--- src/rtl/fxf_pkg.sv ---
package fxf_pkg;
  localparam int IN_W   = 16;
  localparam int FRAC_W = 5;
  localparam int MANT_W = 9;
  localparam int EXP_W  = 5;

  localparam int MAG_W  = IN_W - 1;
  localparam int POS_W  = $clog2(MAG_W);
  localparam int OUT_W  = 1 + MANT_W + 1 + EXP_W;

  typedef struct packed {
    logic              m_sign;
    logic [MANT_W-1:0] mant;
    logic              e_sign;
    logic [EXP_W-1:0]  e_mag;
  } fxf_word_t;
endpackage

--- src/rtl/fxf_lead_one.sv ---
module fxf_lead_one #(
  parameter int W     = 15,
  parameter int POS_W = $clog2(W)
) (
  input  logic [W-1:0]     vec,
  output logic [POS_W-1:0] pos,
  output logic             any
);
  always_comb begin
    pos = '0;
    any = 1'b0;
    for (int i = 0; i < W; i++) begin
      if (vec[i]) begin
        pos = POS_W'(i);
        any = 1'b1;
      end
    end
  end
endmodule

--- src/rtl/fxf_norm_round.sv ---
module fxf_norm_round #(
  parameter int MAG_W  = 15,
  parameter int MANT_W = 9,
  parameter int POS_W  = $clog2(MAG_W)
) (
  input  logic [MAG_W-1:0]  mag,
  input  logic [POS_W-1:0]  lead,
  output logic [MANT_W-1:0] mant,
  output logic              carry
);
  localparam int PAD = (MAG_W > MANT_W) ? 0 : (MANT_W + 1 - MAG_W);
  localparam int NW  = MAG_W + PAD;

  logic [POS_W-1:0]  shamt;
  logic [NW-1:0]     nrm;
  logic [MANT_W-1:0] kept;
  logic              rbit;
  logic [MANT_W:0]   sum;

  assign shamt = POS_W'(MAG_W - 1) - lead;

  generate
    if (PAD == 0) begin : g_nopad
      assign nrm = mag << shamt;
    end else begin : g_pad
      assign nrm = {mag, {PAD{1'b0}}} << shamt;
    end
  endgenerate

  assign kept  = nrm[NW-1 -: MANT_W];
  assign rbit  = nrm[NW-1-MANT_W];
  assign sum   = {1'b0, kept} + {{MANT_W{1'b0}}, rbit};
  assign carry = sum[MANT_W];
  assign mant  = carry ? {1'b1, {(MANT_W-1){1'b0}}} : sum[MANT_W-1:0];
endmodule

--- src/rtl/fxf_exp_enc.sv ---
module fxf_exp_enc #(
  parameter int POS_W  = 4,
  parameter int FRAC_W = 5,
  parameter int EXP_W  = 5
) (
  input  logic [POS_W-1:0] lead,
  input  logic             carry,
  output logic             e_sign,
  output logic [EXP_W-1:0] e_mag
);
  localparam int SW   = ((POS_W > EXP_W) ? POS_W : EXP_W) + 2;
  localparam int BIAS = FRAC_W - 1;

  logic signed [SW-1:0] e_full;
  logic signed [SW-1:0] e_abs;

  assign e_full = $signed({{(SW-POS_W){1'b0}}, lead})
                - $signed(SW'(BIAS))
                + $signed({{(SW-1){1'b0}}, carry});
  assign e_sign = e_full[SW-1];
  assign e_abs  = e_sign ? -e_full : e_full;
  assign e_mag  = e_abs[EXP_W-1:0];
endmodule

--- src/rtl/fxf_encoder.sv ---
module fxf_encoder
  import fxf_pkg::*;
#(
  parameter int P_IN_W   = IN_W,
  parameter int P_FRAC_W = FRAC_W,
  parameter int P_MANT_W = MANT_W,
  parameter int P_EXP_W  = EXP_W
) (
  input  logic                                 clk,
  input  logic                                 rst,
  input  logic                                 in_valid,
  input  logic [P_IN_W-1:0]                    in_data,
  output logic                                 out_valid,
  output logic [P_MANT_W+P_EXP_W+1:0]          out_data
);
  localparam int L_MAG_W = P_IN_W - 1;
  localparam int L_POS_W = $clog2(L_MAG_W);
  localparam int L_OUT_W = P_MANT_W + P_EXP_W + 2;

  logic [L_MAG_W-1:0]  mag;
  logic [L_POS_W-1:0]  lead;
  logic                nonzero;
  logic [P_MANT_W-1:0] mant;
  logic                carry;
  logic                e_sign;
  logic [P_EXP_W-1:0]  e_mag;
  logic [L_OUT_W-1:0]  word_nxt;

  assign mag = in_data[L_MAG_W-1:0];

  fxf_lead_one #(.W(L_MAG_W), .POS_W(L_POS_W)) u_lead (
    .vec (mag),
    .pos (lead),
    .any (nonzero)
  );

  fxf_norm_round #(.MAG_W(L_MAG_W), .MANT_W(P_MANT_W), .POS_W(L_POS_W)) u_round (
    .mag   (mag),
    .lead  (lead),
    .mant  (mant),
    .carry (carry)
  );

  fxf_exp_enc #(.POS_W(L_POS_W), .FRAC_W(P_FRAC_W), .EXP_W(P_EXP_W)) u_exp (
    .lead   (lead),
    .carry  (carry),
    .e_sign (e_sign),
    .e_mag  (e_mag)
  );

  always_comb begin
    if (nonzero) word_nxt = {in_data[P_IN_W-1], mant, e_sign, e_mag};
    else         word_nxt = '0;
  end

  always_ff @(posedge clk) begin
    if (rst) begin
      out_valid <= 1'b0;
      out_data  <= '0;
    end else begin
      out_valid <= in_valid;
      if (in_valid) out_data <= word_nxt;
    end
  end
endmodule

--- config.mk ---
export PLATFORM = sky130hd
export DESIGN_NAME = fxf_encoder
export DESIGN_NICKNAME = d
export VERILOG_FILES = /design/src/rtl/fxf_pkg.sv /design/src/rtl/fxf_lead_one.sv /design/src/rtl/fxf_norm_round.sv /design/src/rtl/fxf_exp_enc.sv /design/src/rtl/fxf_encoder.sv
export SDC_FILE = /design/constraint.sdc
export NUM_CORES = 1
export LEC_CHECK = 0
export BUFFER_PORTS_ARGS = -buffer_cell sky130_fd_sc_hd__buf_2
export CAP_MARGIN = 10
export CORE_MARGIN = 1.5
export CORE_UTILIZATION = 38
export CTS_CLUSTER_SIZE = 28
export DETAILED_ROUTE_END_ITERATION = 12
export MAX_ROUTING_LAYER = met4
export REMOVE_ABC_BUFFERS = 1
export SYNTH_ARGS = -nofsm -noshare
export SYNTH_HDL_FRONTEND = slang
export SYNTH_SLANG_ARGS = --single-unit
--- constraint.sdc ---
create_clock -name clk -period 11.2 [get_ports clk]
set_input_delay 0 -clock clk [delete_from_list [all_inputs] [get_ports clk]]
set_output_delay 0 -clock clk [all_outputs]
set_load 0.005 [all_outputs]
==> impl_metrics.csv <==
group,metric,value,unit
timing,setup_tns,0,ns
global_routing,grt_max_degree,36,
global_routing,overflow,0,
layout,fin_util,43.5,%
global_routing,grt_pass1_wl,11.4,mm
synthesis,syn_inst,313,
timing,max_slew_margin,47.2,%
floorplanning,start_util,39.4,%
worst_setup_path,path_depth,26,
synthesis,ys_top_cells_by_area,"dfxtp_1 15%, nor2_1 5.8%, o21ai_0 5.8%, ha_1 4.3%, nand2_1 3.5%",
cts,cts_root_buffer,"clkbuf_8",
layout,multiInputGateArea,1820,um2
cts,clk_path_buf_depth,2,
drt,vias,2561,
cts,cts_tree,"done",
worst_setup_path,r2r_cells,3,
cts,cts_buffers,3,
synthesis,syn_area,2330,um2
floorplanning,die_w,81.3,um
drt,drtIter0Drc,225,
timing,finalHoldViolCount,0,
worst_hold_path,hold_class,"in -> reg",
drt,post-route-drc-count,0,
floorplanning,die_y,81.3,um
floorplanning,rows,28,
global_routing,grt_usage,22.3,%
timing,fin_hold_ws,0.0824,ns
place,hpwl,5.22,mm
timing,post-route-period-util,48.3,%
timing,fin_crit,5.41,ns
worst_setup_path,critPathBufInv,5,
drt,wirelength,6.88,mm
synthesis,ys_seq_area_share,14.6,%
floorplanning,ios,36,
worst_setup_path,crit_arrival,5.55,ns
worst_setup_path,critical_path.startpoint,"in_data[14]",
drt,drtAntennaViolNets,0,
power_and_ir_drop,finalPower,0.000235,W
drt,first_pass_iters,4,
synthesis,syn_area_per_cell,7.45,um2
power_and_ir_drop,ir_worst_vdd,49.4,uV
status,status,"finished clean",
place,gp_congestion,0.951,
cts,h-tree-depth,1,
power_and_ir_drop,powerDensity,91.5,nW/um2
synthesis,ys_ff_latch,17,
layout,layout-area-overhead-vs-synth,10.4,%
worst_setup_path,slowest_delay,0.50,ns
floorplanning,core,5920,um2
layout,nets,365,
cts,clk_latency,0.25,ns
cts,postCtsResizedCells,0,
synthesis,synth_edf_count,0,
drt,wl_per_cell,16.7,um
worst_hold_path,holdPathStages,2,
timing,tightest_slew,0.784,ns
floorplanning,dieArea,6610,um2
timing,rsz0062_at_grt,"no",
cts,path_clk_slew,0.07,ns
timing,setup_violations,0,
power_and_ir_drop,p_leak,0.986,nW
cts,clock_sinks,17,
layout,fillCellCount,615,
synthesis,synth_ff_type,"dfxtp_1",
worst_setup_path,crit_top_cell,"ha_1",
timing,drv_slew,0,
worst_setup_path,slowest_stage,"o31ai_4",
worst_setup_path,critical-path-top-delay-family,"simple AND/OR/NAND/NOR gates",
layout,final_cells,412,
synthesis,postSynth.asyncResetShare,0,%
drt,via_per_inst,6.22,
layout,diodes,0,
worst_setup_path,worst_setup_path_end_kind,"flip-flop",
synthesis,synth_top_area_cell,"dfxtp_1",
layout,final_layout_size_suffix_gt1_share,19.6,%
synthesis,yosysWarningCount,0,
layout,regArea,340,um2
global_routing,antenna_found_initial,0,
place,dp.cells,407,
run,cap_violations,0,
timing,fmax,0.185,GHz
worst_setup_path,path_class,"in -> reg",
worst_setup_path,start_kind,"input port",
timing,clock_skew,0,ns
synthesis,synth_top_area_share,14.6,%
synthesis,ys_types,78,
worst_setup_path,critical_path.max_fanout,35,
worst_setup_path,cp.required,11.34,ns
place,port_buffers,35,
worst_hold_path,holdCritStartpoint,"rst",
global_routing,grt_pass1_vias,2352,
worst_setup_path,reg2reg_from,"out_data[14]",
-- cells in the mapped netlist, drive strengths merged, types with 4 or more instances --
| master | instances |
|---|---|
| a211oi | 5 |
| a21oi | 13 |
| a22oi | 8 |
| a311oi | 5 |
| a31oi | 4 |
| a32o | 4 |
| buf | 10 |
| clkbuf | 9 |
| dfxtp | 17 |
| ha | 8 |
| inv | 17 |
| mux2i | 4 |
| nand2 | 22 |
| nand3 | 4 |
| nand4 | 9 |
| nor2 | 36 |
| nor2b | 6 |
| nor3 | 12 |
| nor4 | 8 |
| o211ai | 5 |
| o21a | 4 |
| o21ai | 28 |
| o22ai | 5 |
| o31ai | 5 |
| xnor2 | 8 |
-- final timing paths --
| kind | endpoint | slack [ns] |
|---|---|---|
| max | out_data[4] | 5.79 |
| min reg2reg | out_data[2] | 0.46 |
| min | out_valid | 0.08 |
| max reg2reg | out_data[14] | 10.27 |
-- per-stage QoR --
| step | setup WS (ns) | cell area, um2 |
|---|---|---|
| 2_1_floorplan | 6.29 | 2230 |
| 3_3_place_gp | 5.69 | 2520 |
| 3_5_place_dp | 5.56 | 2520 |
| 4_1_cts | 5.82 | 2570 |
| 5_1_grt | 5.37 | 2570 |
| 6_report | 5.79 | 2570 |
-- worst register-to-register path: cells and delay by family (launching register included) --
| kind | cells | cell delay, ns |
|---|---|---|
| compound gates | 1 | 0.07 |
| flops | 1 | 0.32 |
| simple gates | 2 | 0.46 |
-- state kept, by name (all words and copies together) (netlist names) --
name and flops:
out_valid 1, out_data 16
-- cell families after synthesis --
kind of cell             synth area share [%]
XOR/XNOR                                 4.89
AO/OA/AOI/OAI                            35.8
multiplexers                             3.65
flip-flops                               14.6
AND/OR/NAND/NOR                          29.3
buffers and inverters                    7.51
adder cells (fa/ha/maj)                  4.29
-- power breakdown --
part	internal [W]	leakage, nW	switching [W]
Sequential	0.0000659	0.140	0.00000242
Clock	0.0000247	0.0255	0.0000214
Combinational	0.0000474	0.820	0.0000737
Total	0.000138	0.986	0.0000975
-- placed cells by master (no fill, tap or decap), drive strengths merged, types with 4 or more instances in the layout --
cell,Yosys,layout
a22oi,8,8
nor2,36,36
o21a,4,4
o211ai,5,5
ha,8,8
xnor2,8,8
mux2i,4,4
nor2b,6,6
o22ai,5,5
a211oi,5,5
a311oi,5,5
a21oi,13,13
nand3,4,4
o31ai,5,5
a32o,4,4
o21ai,28,28
nand2,22,22
a31oi,4,4
nor4,8,8
inv,17,17
nand4,9,9
dfxtp,17,17
nor3,12,12
buf,10,38
-- timing repair --
item,CTS,global route
hold buffers,1,0
buffers inserted,0,0
hold endpoints to repair,1,0
-- cell type report --
class | instances | area share (%)
tap | 75 | 3.65
multi-input combinational | 259 | 70.5
sequential | 17 | 13.2
clock buffer | 3 | 1.60
clock inverter | 1 | 0.194
inverter | 18 | 2.72
timing repair buffer | 39 | 8.07
-- metal layers --
layer / wire length (um) / share of wire [%] / track usage [%] / vias up
met5: 0 / 0 / - / -
met4: 46 / 0.67 / 3.79 / 0
met3: 295 / 4.3 / 3.03 / 6
met2: 3250 / 47 / 35.4 / 79
met1: 3280 / 48 / 30.3 / 1217
li1: - / - / - / 1259
Power figures use the tool's default switching activity.
